### config.mk
export PLATFORM = sky130hd
export DESIGN_NAME = flrd_resp
export DESIGN_NICKNAME = d
export VERILOG_FILES = /design/src/rtl/flrd_pkg.sv /design/src/rtl/flrd_qry_tbl.sv /design/src/rtl/flrd_id_sel.sv /design/src/rtl/flrd_stat_tgl.sv /design/src/rtl/flrd_resp.sv
export SDC_FILE = /design/constraint.sdc
export NUM_CORES = 1
export LEC_CHECK = 0
export BUFFER_PORTS_ARGS = -buffer_cell sky130_fd_sc_hd__buf_2
export CAP_MARGIN = 15
export CORE_AREA = 2 2 79 81
export CTS_CLUSTER_SIZE = 10
export DETAILED_ROUTE_END_ITERATION = 12
export DIE_AREA = 0 0 81 83
export PLACE_DENSITY = 0.72
export SYNTH_ARGS = -nofsm -noshare
export SYNTH_HDL_FRONTEND = slang
export SYNTH_SLANG_ARGS = --single-unit
### constraint.sdc
create_clock -name clk_i -period 1.2 [get_ports clk_i]
set_input_delay 0.24 -clock clk_i [delete_from_list [all_inputs] [get_ports clk_i]]
set_output_delay 0.24 -clock clk_i [all_outputs]
set_load 0.05 [all_outputs]
### src/rtl/flrd_pkg.sv
package flrd_pkg;

  typedef enum logic [2:0] {
    MD_ARRAY  = 3'd0,
    MD_ERS_SU = 3'd1,
    MD_AUTOSL = 3'd2,
    MD_BUSY   = 3'd3,
    MD_QUERY  = 3'd4
  } rd_mode_e;

  function automatic int width_shift(int bus_bytes);
    if (bus_bytes == 4) return 2;
    if (bus_bytes == 2) return 1;
    return 0;
  endfunction

  // device-description byte at a given offset
  function automatic logic [7:0] qry_byte(int idx, int addr_w, int sect_aw);
    int nblk_m1;
    int sect_units;
    nblk_m1    = (1 << (addr_w - sect_aw)) - 1;
    sect_units = (1 << sect_aw) >> 8;
    case (idx)
      'h10: return 8'h51;
      'h11: return 8'h52;
      'h12: return 8'h59;
      'h13: return 8'h02;
      'h1b: return 8'h27;
      'h1c: return 8'h36;
      'h1f: return 8'h07;
      'h20: return 8'h04;
      'h21: return 8'h09;
      'h22: return 8'h0c;
      'h23: return 8'h01;
      'h24: return 8'h04;
      'h25: return 8'h0a;
      'h26: return 8'h0d;
      'h27: return 8'(addr_w);
      'h28: return 8'h02;
      'h2a: return 8'h05;
      'h2c: return 8'h01;
      'h2d: return 8'(nblk_m1);
      'h2e: return 8'(nblk_m1 >> 8);
      'h2f: return 8'(sect_units);
      'h30: return 8'(sect_units >> 8);
      default: return 8'h00;
    endcase
  endfunction

endpackage

### src/rtl/flrd_qry_tbl.sv
module flrd_qry_tbl #(
  parameter int QRY_LEN = 82,
  parameter int ADDR_W  = 24,
  parameter int SECT_AW = 16
) (
  input  logic [7:0] off_i,
  output logic [7:0] byte_o
);
  import flrd_pkg::*;

  localparam int QIW = (QRY_LEN > 1) ? $clog2(QRY_LEN) : 1;

  logic [7:0] tbl [QRY_LEN];

  for (genvar i = 0; i < QRY_LEN; i++) begin : g_ent
    assign tbl[i] = qry_byte(i, ADDR_W, SECT_AW);
  end

  always_comb begin
    if (int'(off_i) < QRY_LEN) byte_o = tbl[off_i[QIW-1:0]];
    else                       byte_o = 8'h00;
  end

endmodule

### src/rtl/flrd_id_sel.sv
module flrd_id_sel #(
  parameter int ID_W   = 16,
  parameter int DATA_W = 16
) (
  input  logic [7:0]        off_i,
  input  logic [4*ID_W-1:0] id_words_i,
  input  logic [DATA_W-1:0] arr_data_i,
  output logic [DATA_W-1:0] data_o
);

  logic [ID_W-1:0] id_w [4];

  for (genvar k = 0; k < 4; k++) begin : g_id
    assign id_w[k] = id_words_i[k*ID_W +: ID_W];
  end

  always_comb begin
    data_o = arr_data_i;
    case (off_i)
      8'h00: data_o = DATA_W'(id_w[0]);
      8'h01: data_o = DATA_W'(id_w[1]);
      8'h02: data_o = '0;
      // all-ones extended word means "absent": fall back to array
      8'h0e: if (id_w[2] != '1) data_o = DATA_W'(id_w[2]);
      8'h0f: if (id_w[3] != '1) data_o = DATA_W'(id_w[3]);
      default: data_o = arr_data_i;
    endcase
  end

endmodule

### src/rtl/flrd_stat_tgl.sv
module flrd_stat_tgl (
  input  logic       clk_i,
  input  logic       rst_ni,
  input  logic       rd_stat_i,
  input  logic [7:0] status_i,
  output logic [7:0] stat_o
);

  logic tgl_q;

  always_ff @(posedge clk_i or negedge rst_ni) begin
    if (!rst_ni)        tgl_q <= 1'b0;
    else if (rd_stat_i) tgl_q <= ~tgl_q;
  end

  assign stat_o = status_i ^ {1'b0, tgl_q, 6'b0};


  tgl_flip_chk: assert property (@(posedge clk_i) disable iff (!rst_ni)
    rd_stat_i |=> (tgl_q != $past(tgl_q)));


  tgl_hold_chk: assert property (@(posedge clk_i) disable iff (!rst_ni)
    !rd_stat_i |=> $stable(tgl_q));

endmodule

### src/rtl/flrd_resp.sv
module flrd_resp #(
  parameter int ADDR_W    = 24,
  parameter int DATA_W    = 16,
  parameter int ID_W      = 16,
  parameter int BUS_BYTES = 2,
  parameter int SECT_AW   = 16,
  parameter int QRY_LEN   = 82
) (
  input  logic              clk_i,
  input  logic              rst_ni,
  input  logic              rd_i,
  input  logic [ADDR_W-1:0] addr_i,
  input  logic [2:0]        mode_i,
  input  logic [DATA_W-1:0] arr_data_i,
  input  logic [4*ID_W-1:0] id_words_i,
  input  logic [7:0]        status_i,
  output logic [DATA_W-1:0] rdata_o,
  output logic              rvalid_o,
  output logic              bad_mode_o
);
  import flrd_pkg::*;

  localparam int WORD_SH = width_shift(BUS_BYTES);

  logic [7:0]        off;
  logic [7:0]        qry_b;
  logic [7:0]        stat_b;
  logic [DATA_W-1:0] id_d;
  logic [DATA_W-1:0] rd_d;
  logic              mode_bad;
  logic              rd_stat;
  logic              unused_hi;

  assign unused_hi = ^addr_i[ADDR_W-1:8];
  assign off       = addr_i[7:0] >> WORD_SH;
  assign mode_bad  = (mode_i > MD_QUERY);
  assign rd_stat   = rd_i && (mode_i == MD_BUSY);

  flrd_qry_tbl #(.QRY_LEN(QRY_LEN), .ADDR_W(ADDR_W), .SECT_AW(SECT_AW)) u_qry (
    .off_i  (off),
    .byte_o (qry_b)
  );

  flrd_id_sel #(.ID_W(ID_W), .DATA_W(DATA_W)) u_id (
    .off_i      (off),
    .id_words_i (id_words_i),
    .arr_data_i (arr_data_i),
    .data_o     (id_d)
  );

  flrd_stat_tgl u_stat (
    .clk_i     (clk_i),
    .rst_ni    (rst_ni),
    .rd_stat_i (rd_stat),
    .status_i  (status_i),
    .stat_o    (stat_b)
  );

  always_comb begin
    case (mode_i)
      MD_AUTOSL: rd_d = id_d;
      MD_BUSY:   rd_d = DATA_W'(stat_b);
      MD_QUERY:  rd_d = DATA_W'(qry_b);
      default:   rd_d = arr_data_i;
    endcase
  end

  always_ff @(posedge clk_i or negedge rst_ni) begin
    if (!rst_ni) begin
      rdata_o    <= '0;
      rvalid_o   <= 1'b0;
      bad_mode_o <= 1'b0;
    end else begin
      rvalid_o   <= rd_i;
      bad_mode_o <= rd_i && mode_bad;
      if (rd_i) rdata_o <= rd_d;
    end
  end


  rvalid_chk: assert property (@(posedge clk_i) disable iff (!rst_ni)
    rd_i |=> rvalid_o);


  idle_chk: assert property (@(posedge clk_i) disable iff (!rst_ni)
    !rd_i |=> !rvalid_o);


  bad_mode_chk: assert property (@(posedge clk_i) disable iff (!rst_ni)
    bad_mode_o |-> rvalid_o);


  bad_flag_chk: assert property (@(posedge clk_i) disable iff (!rst_ni)
    (rd_i && mode_i > 3'd4) |=> bad_mode_o);


  arr_pass_chk: assert property (@(posedge clk_i) disable iff (!rst_ni)
    (rd_i && mode_i <= 3'd1) |=> (rdata_o == $past(arr_data_i)));


  qry_zero_chk: assert property (@(posedge clk_i) disable iff (!rst_ni)
    (rd_i && mode_i == 3'd4 && int'(off) >= QRY_LEN) |=> (rdata_o == '0));

endmodule

* Yosys cells after proc, flatten, opt, wreduce, memory -nomap -nowiden
Memories as Yosys holds them, arrays and structs flattened.
Cells that the tools add are included.
** Storage, ports and cells
- Flip-flop bits (word level) :: 19
- Bits in latches :: 0
- RAM bits :: 0
- ROM bits :: 1024
- Bits of input ports :: 118
- Output and inout port bits :: 18
- Word-level logic and storage cells :: 30
- Memories kept :: 1
** Cells by class
- Add/sub/neg operators :: 0
- Multiply operators :: 0
- Divide/modulo/power cells :: 0
- Order comparisons :: 3
- Equality and inequality tests :: 9
- Shift operators :: 0
- Muxes and demuxes :: 7
- Bitwise gates (word level) :: 3
- Reduce and logical (&&, ||, !) cells :: 3
** Memory list
- (no name shown) :: depth 128, width 8, read ports 1, clocked after memory_dff 0, wr ports 0, RTL line flrd_qry_tbl.sv:20 : if (int'(off_i) < QRY_LEN) byte_o = tbl[off_i[QIW-1:0]];
** Operators by type and width (count)
- $pmux W16 S5 :: 1
- $pmux W16 S3 :: 1
- $mux W16 :: 2
- $ne A16 B16 Y1 const B :: 2
- $mux W8 :: 3
- $eq A7 B4 Y1 const B :: 2
- $ge A8 B8 Y1 const B :: 1
- $logic_not A8 Y1 :: 1
- $not A7 Y8 :: 1
- $xor A8 B7 Y8 :: 1
- $eq A7 B1 Y1 const B :: 1
- $eq A7 B2 Y1 const B :: 1
- $lt A7 B7 Y1 const B :: 1
- $eq A3 B2 Y1 const B :: 2
- $eq A3 B3 Y1 const B :: 1
- $gt A3 B3 Y1 const B :: 1
- $logic_and A1 B1 Y1 :: 2
- $not A1 Y1 :: 1

* Longest topological paths before layout
- Word-level depth :: 6
- Depth in mapped cells :: 9
- Gate-level depth less buffers :: 7

* Modules after synthesis
From an unflattened synthesis, not the netlist that was laid out.
** Second synthesis, totals
- Cell total of the unflattened synthesis :: 358
- Area, all modules :: 2692.6 um^2
** By module, submodules not included
- flrd_id_sel :: instances 1, cells an instance 165, area an instance 1089.8 um^2, seq. area each 0.0 um^2
- flrd_resp :: instances 1, cells an instance 121, area an instance 1089.8 um^2, seq. area each 450.4 um^2
- flrd_qry_tbl :: instances 1, cells an instance 62, area an instance 417.9 um^2, seq. area each 0.0 um^2
- flrd_stat_tgl :: instances 1, cells an instance 10, area an instance 95.1 um^2, seq. area each 25.0 um^2

* Worst setup path after synthesis
Ideal clock, no wire load.
- Kind :: in2reg
- From :: in addr_i[1]
- To :: reg rdata_o[4]
- Library setup time :: 0.124 ns
- Arrival time :: 1.908 ns
- Data required time :: 1.076 ns
- Setup slack :: -0.832 ns
- Cell stages on the path :: 7
- Path buffers :: 1
- Cells stage by stage :: ha_1 > nor4b_1 > and2_1 > buf_2 > or4_4 > o2111a_1 > a211o_1
** Between the ends
- Longest elaborated chain between the ends :: 6
- Elaborated cells on any way between the ends :: 13
- Classes of those cells :: order compare (1); eq/ne (4); mux (5); bitwise (1); reduce/logical (1); memory (1)
** RTL lines
- from (decl) :: RTL line flrd_resp.sv:12 : input logic [ADDR_W-1:0] addr_i,
- $not A7 Y8 (implied by the code) :: RTL line flrd_qry_tbl.sv:20
- $mem_v2 Z128 W8
- $mux W8 (implied by the code) (2 in series) :: RTL line flrd_qry_tbl.sv:20
- $mux W8 :: RTL line flrd_qry_tbl.sv:20
- $pmux W16 S3 * :: RTL line flrd_resp.sv:60 : case (mode_i)
- to (signal assigned) :: RTL line flrd_resp.sv:76 : if (rd_i) rdata_o <= rd_d;
- to (decl) :: RTL line flrd_resp.sv:17 : output logic [DATA_W-1:0] rdata_o,
Mark *: on every way between the ends. The rest lies on a longest branch, timed or not. The select of a mux whose other input is x is not followed.
A chain may end at the register's enable or synchronous reset.

* Final worst setup path
- From :: in addr_i[1]
- To :: reg rdata_o[3]
Same word-level chain as after synthesis.

==> load_flow_metrics.sql <==
INSERT INTO impl_metrics (metric_group, metric, value, unit) VALUES
('critical_path', 'worstReg2RegStart', 'u_stat.tgl_q', ''),
('power', 'p_int', '1.511', 'mW'),
('outcome', 'violated_checks', 'setup timing', ''),
('hold_path', 'whs_endpoint', 'rvalid_o', ''),
('global_route', 'first_pass_grt_wire_length', '15840', 'µm'),
('run', 'max_cap_viol', '0', ''),
('critical_path', 'critPathMaxStageDelay', '0.60', 'ns'),
('synth', 'synth.ff_latch_count', '19', ''),
('critical_path', 'path_common_cell', 'buf_6', ''),
('route', 'vias', '3423', ''),
('critical_path', 'worst_r2r_endpoint', 'rdata_o[6]', ''),
('power', 'comb_power_share', '50.5', '%'),
('power', 'leakagePower', '1.797', 'nW'),
('die', 'io-pin-count', '136', ''),
('timing', 'grt_setup_unrepaired', 'yes', ''),
('timing', 'fin_worst_skew', '0.001244', 'ns'),
('final_layout', 'design.final.nets', '611', ''),
('route', 'routed_wire_length_per_instance', '18.56', 'µm'),
('power', 'p_total', '2.540', 'mW'),
('critical_path', 'timing.critical_path.slowest_stage_cell', 'or4_4', ''),
('timing', 'final-setup-viol-count', '16', ''),
('power', 'share_seq_of_total_power', '30.8', '%'),
('synth', 'synth_enable_flop_cells', '0', ''),
('power', 'power.switching', '1.030', 'mW'),
('global_route', 'global_route.overflow_total', '0', ''),
('synth', 'syn-instance-count', '295', ''),
('global_route', 'globalRouteTotalUtil', '29.92', '%'),
('clocking', 'clk_latency', '0.26', 'ns'),
('final_layout', 'fraction_of_layout_cells_with_a_size_suffix_above_1', '50.00', '%'),
('route', 'avgViaCountPerCell', '6.102', ''),
('clocking', 'cts_max_level', '1', ''),
('critical_path', 'crit_path_cell_trace', 'buf_12 -> buf_6 -> ha_4 -> and3_4 -> or4_4 -> buf_6 -> buf_6 -> and4_1 -> o22ai_1', ''),
('synth', 'netlist.top_cell.by_area', 'dfrtp_1', ''),
('place', 'buffer_ports.inserted', '118', ''),
('hold_path', 'min_path_type', 'in -> reg', ''),
('critical_path', 'cpLargestDelayFamily', 'simple AND/OR/NAND/NOR gates', ''),
('synth', 'post-synth-top-area-fraction', '20.66', '%'),
('route', 'drc', '0', ''),
('hold_path', 'min_from', 'rd_i', ''),
('die', 'die_x', '81', 'µm'),
('synth', 'ffs_w_async_s_r_synth', '100.0', '%'),
('global_route', 'number_of_antenna_violations_at_the_first_check_in_global_routing', '0', ''),
('final_layout', 'layout.filler_cells', '519', ''),
('synth', 'synth_common_cells', 'o211ai_1, o21ai_0, a21oi_1', ''),
('die', 'core.rowCount', '28', ''),
('global_route', 'largest_net_degree_at_the_start_of_global_routing', '20', ''),
('route', 'postRouteWirelength', '10410', 'µm'),
('timing', 'setup_ws', '-0.5404', 'ns'),
('timing', 'timing.final.crit_share', '145.0', '%'),
('timing', 'slew_headroom', '58.73', '%'),
('final_layout', 'flow.area_growth_from_synthesis', '66.07', '%'),
('clocking', 'cts-buffers-inserted', '3', ''),
('synth', 'syn-num-nets', '419', ''),
('synth', 'dominantRegCellSynth', 'dfrtp_1', ''),
('die', 'initial_utilization', '39.57', '%'),
('critical_path', 'cp-end-kind', 'flop', ''),
('critical_path', 'cp_max_fo', '7', ''),
('clocking', 'clkSlewWorstSetupHoldPaths', '0.08', 'ns'),
('synth', 'synth.yosys.seq_area_share', '20.66', '%'),
('timing', 'timing_hold_violations_final', '0', ''),
('synth', 'area_of_the_mapped_netlist', '2301', 'µm²'),
('place', 'globalplace.congestion', '0.9115', ''),
('timing', 'final_max_slew_viol_count', '0', ''),
('clocking', 'clock_tree_from_tritoncts', 'done', ''),
('synth', 'yosysWarningCount', '0', ''),
('route', 'drt_iter0_markers', '342', ''),
('outcome', 'result_of_the_run', 'finished with violations', ''),
('power', 'clock_power_share', '18.8', '%'),
('synth', 'synthDistinctLibCells', '54', ''),
('timing', 'post-route-min-period', '1.740', 'ns'),
('critical_path', 'cp.required', '1.39', 'ns');
-- per-layer routing --
metal	track usage (%)	part of all wire (%)	vias to the layer above	routed length [µm]
met5	0	0	-	0
met4	13.41	4.7	0	485
met3	4.348	11	54	1128
met2	53.87	49	262	5141
met1	33.94	35	1548	3656
li1	-	-	1559	-
-- worst max path at each step --
stage              start         end  slack [ns]  depth (start not counted)
6_report       addr_i[1]  rdata_o[3]       -0.54                          9
5_1_grt        addr_i[2]  rdata_o[3]       -0.57                         10
4_1_cts        addr_i[2]  rdata_o[3]       -0.53                         10
3_5_place_dp   addr_i[2]  rdata_o[6]       -0.95                          9
3_3_place_gp   addr_i[2]  rdata_o[4]       -0.91                          8
2_1_floorplan  addr_i[2]  rdata_o[4]       -0.63                          7
-- kinds of logic (layout without fill, tap and decap cells) --
family | count (synthesis) | in the layout | share of synthesized area (%)
mux | 2 | 2 | 0.8701
flops | 19 | 19 | 20.66
buf+inv | 38 | 229 | 7.396
simple gates | 91 | 91 | 25.50
xor+xnor | 3 | 3 | 1.142
compound gates | 136 | 136 | 41.16
fa+ha+maj | 6 | 6 | 3.263
-- layout by cell type, fill, tap and decap left out, types with 7 or more instances in the layout --
master,count
o21ai_0,17
and4_1,13
buf_4,90
a22oi_1,19
a21oi_1,23
buf_2,116
inv_1,8
o211ai_1,28
nand2b_1,7
and3_1,13
nor2_1,8
o21ai_1,7
o22ai_1,7
nand2_1,7
dfrtp_1,19
nand4_1,10
-- per-stage QoR --
stage | utilization, % | std cells | hold WS (ns) | instance area, µm² | setup slack, ns
2_1_floorplan | - | 295 | -0.05559 | 2402 | -0.6322
3_3_place_gp | 62.37 | 549 | 0.2274 | 3627 | -0.9108
3_5_place_dp | 62.37 | 549 | 0.2183 | 3627 | -0.9476
4_1_cts | 65.68 | 561 | 0.3092 | 3820 | -0.5271
5_1_grt | 65.71 | 561 | 0.3179 | 3821 | -0.5693
6_report | 65.71 | 561 | 0.3197 | 3821 | -0.5404
-- state kept, by name, summed over array words and instances (netlist names) --
name / flops
bad_mode_o: 1
rdata_o: 16
rvalid_o: 1
u_stat.tgl_q: 1
-- power by group through the flow --
stage / clock network (mW) / logic, mW / registers, mW
after global placement: 0 / 1.19 / 0.793
after detailed placement: 0 / 1.22 / 0.792
after CTS: 0.475 / 1.26 / 0.781
final: 0.476 / 1.28 / 0.781
after floorplan: 0 / 0.358 / 1.03
after global routing: 0.517 / 1.36 / 0.793
-- final cells by class --
cell class,count,area (µm²),area share (%)
multi-input combinational,238,1753,45.87
timing repair buffer,215,1400,36.64
sequential,19,475.5,12.44
tap,75,93.84,2.456
inverter,10,52.55,1.375
clock buffer,3,41.29,1.081
clock inverter,1,5.005,0.1310
-- what timing repair did --
action / CTS / global route
setup buffers: 8 / 0
resized for setup: 21 / 4
setup endpoints to repair: 16 / 16
pin swaps: 6 / 1
hold endpoints to repair: 19 / 0
hold buffers: 1 / 0
(Power assumes the default switching activity.)
